<file path="src/rtl/bankdec_pkg.sv">
package bankdec_pkg;

    localparam int WIN_W = 4;

    typedef struct packed {
        logic             en;
        logic [WIN_W-1:0] win;
    } col_cfg_t;

    function automatic logic page_hit(input logic ext_on,
                                      input logic [1:0] ext_bits,
                                      input logic [1:0] page);
        return !ext_on || (ext_bits == page);
    endfunction

endpackage

</file>
<file path="src/rtl/bankdec_cfg_regs.sv">
module bankdec_cfg_regs
    import bankdec_pkg::*;
#(
    parameter int NUM_COLS = 8,
    localparam int IDX_W = $clog2(NUM_COLS)
) (
    input  logic                      clk,
    input  logic                      rst,
    input  logic                      we,
    input  logic [IDX_W-1:0]          idx,
    input  logic [WIN_W-1:0]          win,
    input  logic                      en,
    output col_cfg_t [NUM_COLS-1:0]   cfg
);

    for (genvar i = 0; i < NUM_COLS; i++) begin : g_slot
        always_ff @(posedge clk) begin
            if (rst) begin
                cfg[i] <= '0;
            end else if (we && idx == IDX_W'(i)) begin
                cfg[i].en  <= en;
                cfg[i].win <= win;
            end
        end
    end

endmodule

</file>
<file path="src/rtl/bankdec_match.sv">
module bankdec_match
    import bankdec_pkg::*;
#(
    parameter int NUM_COLS = 8
) (
    input  col_cfg_t [NUM_COLS-1:0] cfg,
    input  logic [WIN_W-1:0]        win_addr,
    input  logic                    qual,
    output logic [NUM_COLS-1:0]     hit
);

    for (genvar i = 0; i < NUM_COLS; i++) begin : g_cmp
        assign hit[i] = qual && cfg[i].en && (cfg[i].win == win_addr);
    end

endmodule

</file>
<file path="src/rtl/bankdec_prio.sv">
module bankdec_prio #(
    parameter int WIDTH = 8
) (
    input  logic [WIDTH-1:0] req,
    output logic [WIDTH-1:0] grant
);

    logic [WIDTH:0] taken;

    assign taken[0] = 1'b0;
    for (genvar i = 0; i < WIDTH; i++) begin : g_chain
        assign grant[i]   = req[i] && !taken[i];
        assign taken[i+1] = taken[i] || req[i];
    end

endmodule

</file>
<file path="src/rtl/mem_bank_decode.sv">
module mem_bank_decode
    import bankdec_pkg::*;
#(
    parameter int NUM_COLS = 8,
    parameter int ADDR_W   = 16,
    parameter int PAGE_W   = 2,
    localparam int IDX_W   = $clog2(NUM_COLS)
) (
    input  logic                clk,
    input  logic                rst,
    input  logic                cfg_we,
    input  logic [IDX_W-1:0]    cfg_col,
    input  logic [WIN_W-1:0]    cfg_win,
    input  logic                cfg_en,
    input  logic                ext_en,
    input  logic [PAGE_W-1:0]   page_set,
    input  logic                phantom_en,
    input  logic [ADDR_W-1:0]   addr,
    input  logic [PAGE_W-1:0]   ext_addr,
    input  logic                mreq,
    input  logic                phantom_n,
    output logic [NUM_COLS-1:0] col_sel_n,
    output logic                board_sel
);

    col_cfg_t [NUM_COLS-1:0] cfg;
    logic [NUM_COLS-1:0]     hit;
    logic [NUM_COLS-1:0]     grant;
    logic                    page_ok;
    logic                    phantom_ok;
    logic                    qual;

    bankdec_cfg_regs #(.NUM_COLS(NUM_COLS)) u_regs (
        .clk (clk),
        .rst (rst),
        .we  (cfg_we),
        .idx (cfg_col),
        .win (cfg_win),
        .en  (cfg_en),
        .cfg (cfg)
    );

    assign page_ok    = page_hit(ext_en, ext_addr, page_set);
    assign phantom_ok = !phantom_en || phantom_n;
    assign qual       = mreq && page_ok && phantom_ok;

    bankdec_match #(.NUM_COLS(NUM_COLS)) u_match (
        .cfg      (cfg),
        .win_addr (addr[ADDR_W-1 -: WIN_W]),
        .qual     (qual),
        .hit      (hit)
    );

    bankdec_prio #(.WIDTH(NUM_COLS)) u_prio (
        .req   (hit),
        .grant (grant)
    );

    assign col_sel_n = ~grant;
    assign board_sel = |grant;

endmodule

</file>
<file path="config.mk">
export PLATFORM = sky130hd
export DESIGN_NAME = mem_bank_decode
export DESIGN_NICKNAME = d
export VERILOG_FILES = /design/src/rtl/bankdec_pkg.sv /design/src/rtl/bankdec_cfg_regs.sv /design/src/rtl/bankdec_match.sv /design/src/rtl/bankdec_prio.sv /design/src/rtl/mem_bank_decode.sv
export SDC_FILE = /design/constraint.sdc
export NUM_CORES = 1
export LEC_CHECK = 0
export BUFFER_PORTS_ARGS = -buffer_cell sky130_fd_sc_hd__buf_2
export CELL_PAD_IN_SITES_DETAIL_PLACEMENT = 0
export CELL_PAD_IN_SITES_GLOBAL_PLACEMENT = 2
export CORE_UTILIZATION = 37
export DETAILED_ROUTE_END_ITERATION = 10
export HOLD_SLACK_MARGIN = 0.1
export PLACE_DENSITY_LB_ADDON = 0.1
export SYNTH_ARGS = -nofsm -noshare
export SYNTH_HDL_FRONTEND = slang
export SYNTH_SLANG_ARGS = --single-unit
</file>
<file path="constraint.sdc">
create_clock -name clk -period 3.7 [get_ports clk]
set_clock_uncertainty 0.15 [all_clocks]
set_input_delay 0.555 -clock clk [delete_from_list [all_inputs] [get_ports clk]]
set_output_delay 0.555 -clock clk [all_outputs]
set_load 0.01 [all_outputs]
</file>
==> flow_summary.yaml <==
yosys:
  synth_edf_count: 0
  ys.flop_type: "dfxtp_1"
  post_synth_xor_area_fraction_pct: 16.49
  yosys.area_share.simple_pct: 22.42
  synth_common_cells: "nor2_1, dfxtp_1, mux2i_1, xor2_1, nand2_1"
  synth-async-reset-ratio_pct: 0
  synth_top_area_share_pct: 36.14
  seq_area_frac_synth_pct: 36.14
  synth_compound_area_share_pct: 1.976
  ys_types: 29
  synthTopCellsByArea: "dfxtp_1, mux2i_1, nor2_1, xor2_2, xor2_1"
  yosysMostFrequentCell: "nor2_1"
  synthCells: 217
  synth-seq-cells: 40
  post_synth.cell_area_avg_um2: 10.21
  netlist_area_um2: 2216
  synth_top_family_by_area: "simple AND/OR/NAND/NOR gates"
  muxShareOfSynthArea_pct: 18.07
  synth_warnings: 0
  synth-adder-area-share_pct: 0
  yosys.area.top_type: "dfxtp_1"
  synth_nets: 252
placement:
  gp_congestion: 0.7311
  portBuffers: 31
  place_hpwl_mm: 3.513
floorplan:
  die_x_um: 79.39
  num_rows: 27
  initial_utilization_pct: 39.28
  fp.coreArea_um2: 5642
  ios: 44
  die_area_um2: 6302
  die_y_um: 79.39
final_layout:
  areaGrowthSynthToFinish_pct: 10.39
  regArea_um2: 800.8
  largest_register_ffs: 40
  multiInputGateArea_um2: 1306
  diodes: 0
  n_fill_cell: 572
  nets: 273
  regMostFlops: "u_regs.cfg"
  largestRegisters: "u_regs.cfg: 40 flops"
  drive_gt1_share_pct: 25.10
  final_util_pct: 43.36
critical_path:
  crit_top_cell: "buf_2"
  worstSetupPathType: "primary input to output pin"
  worst_path_largest_cell_delay_ns: 0.57
  crit_family: "simple AND/OR/NAND/NOR gates"
  required_ns: 2.99
  start_kind: "primary input"
  path_buf_inv: 2
  crit_chain: "buf_2 > xnor2_1 > nand2_1 > nor4_1 > o41ai_1 > nand3_1 > buf_2"
  cp_max_fo: 8
  cp_slowest_cell: "nor4_1"
  critPathArrivalTime_ns: 2.06
  crit_path_end_kind: "output pin"
cts:
  htreeDepth: 2
  postCtsSetupBuffers: 0
  cts_num_sinks: 40
  clkLatencyLatePin_ns: 0.28
  clockBufferDepth: 2
  cts_resized: 0
  hold_buffers: 0
  cts_tree: "yes"
  cts_root_buf: "clkbuf_8"
  cts_buffers: 5
  clk_pin_slew_ns: 0.07
pwr:
  seqPwrFrac_pct: 52.6
  cellPowerDensity_nw_per_um2: 346.7
  p_clk_share_pct: 34.4
  p_leak_nw: 1.026
  p_sw_share_pct: 25.22
  p_switching_w: 0.0002138
  combPwrFrac_pct: 13.0
  internal-power_w: 0.0006341
  peakVddDrop_mv: 0.1676
sta:
  fin_setup_tns_ns: 0
  finalSetupViolCount: 0
  fin_crit_sh_pct: 74.82
  max_freq_ghz: 0.3612
  tightest_slew_ns: 0.7794
  period_minus_slack_ns: 2.768
  rsz0062_at_grt: "no"
  finalMaxSlewViolations: 0
  max-slew-margin-rel_pct: 48.04
  final_hold_viol_count: 0
grt:
  grt_first_pass_wirelength_mm: 7.983
  grt.total_usage_pct: 17.38
  grt_overflow: 0
  grt_pass1_vias: 1577
  grt_max_degree: 41
  antenna_found_initial: 0
outcome:
  status: "complete, no violations"
route:
  routed_via_density: 4.923
  drt_iter0_drc: 34
  vias: 1531
  drc: 0
  totalWireLength_mm: 5.041
  wire_per_inst_um: 16.21
  drt-pass1-iter-count: 4
  detail-route-antenna-nets: 0
job:
  drv_cap: 0
hold_path:
  hp-class: "flip-flop to flip-flop"
[cell usage in the layout (no fill, tap or decap), types with 3 or more instances in the layout]
cell,instances
buf_2,31
nor4_4,3
nand4b_1,4
nor2_1,41
nor4_1,3
xor2_1,15
xnor2_1,10
nand4_1,3
clkbuf_8,6
xor2_2,9
mux2i_1,40
nand2_1,13
dfxtp_1,40
[layer usage]
metal  track usage [%]  up-vias  share of wire [%]
li1                  -      756                  -
met1             22.24      725                 46
met2             28.79       44                 47
met3             4.343        6                5.1
met4             5.091        0                1.8
met5                 0        -                  0
[power by group through the flow]
stage	Combinational, W	Clock [W]	Sequential, W
floorplan	0.0000877	0	0.000455
global placement	0.000109	0	0.000456
detailed placement	0.000112	0	0.000456
CTS	0.000112	0.000305	0.000446
global route	0.000120	0.000320	0.000447
finish	0.000110	0.000292	0.000446
[cell families (layout without fill, tap and decap cells)]
| logic type | count (synthesis) | after routing |
|---|---|---|
| xor gates and xnor gates | 34 | 34 |
| muxes | 40 | 40 |
| and+or+nand+nor | 80 | 80 |
| AOI/OAI and AO/OA | 5 | 5 |
| buffers and inverters | 18 | 40 |
| DFF | 40 | 40 |
[final cells by class]
class	instances	area share, %
clock buffers	8	3.683
inverters	1	0.1535
multi-input cells	159	53.40
flip-flops and latches	40	32.74
well taps	72	3.683
repair buffers	31	6.343
[final timing paths]
check | from | to | slack (ns) | depth (start not counted)
setup / recovery | addr[14] | board_sel | 0.93 | 7
hold / removal | u_regs.cfg[19] | u_regs.cfg[19] | 0.35 | 2
setup reg to reg | u_regs.cfg[5] | u_regs.cfg[5] | 2.87 | 2
hold reg to reg | u_regs.cfg[19] | u_regs.cfg[19] | 0.35 | 2
[through the flow]
step | hold slack (ns) | worst slack (ns) | area [µm²] | std cells | power (W)
finish | 0.3510 | 0.9316 | 2446 | 311 | 0.0008479
global route | 0.3869 | 0.7529 | 2446 | 311 | 0.0008872
CTS | 0.3624 | 0.9291 | 2446 | 311 | 0.0008636
detailed placement | 0.3449 | 0.9353 | 2356 | 303 | 0.0005680
global placement | 0.3243 | 0.9677 | 2356 | 303 | 0.0005648
floorplan | 0.3102 | 1.497 | 2216 | 217 | 0.0005428
[worst min-delay path, stage by stage, from the launching register on]
cell,delay [ns]
dfxtp_1,0.33
mux2i_1,0.07
nor2_1,0.07
Note: power is estimated with default switching activity, not from simulation.
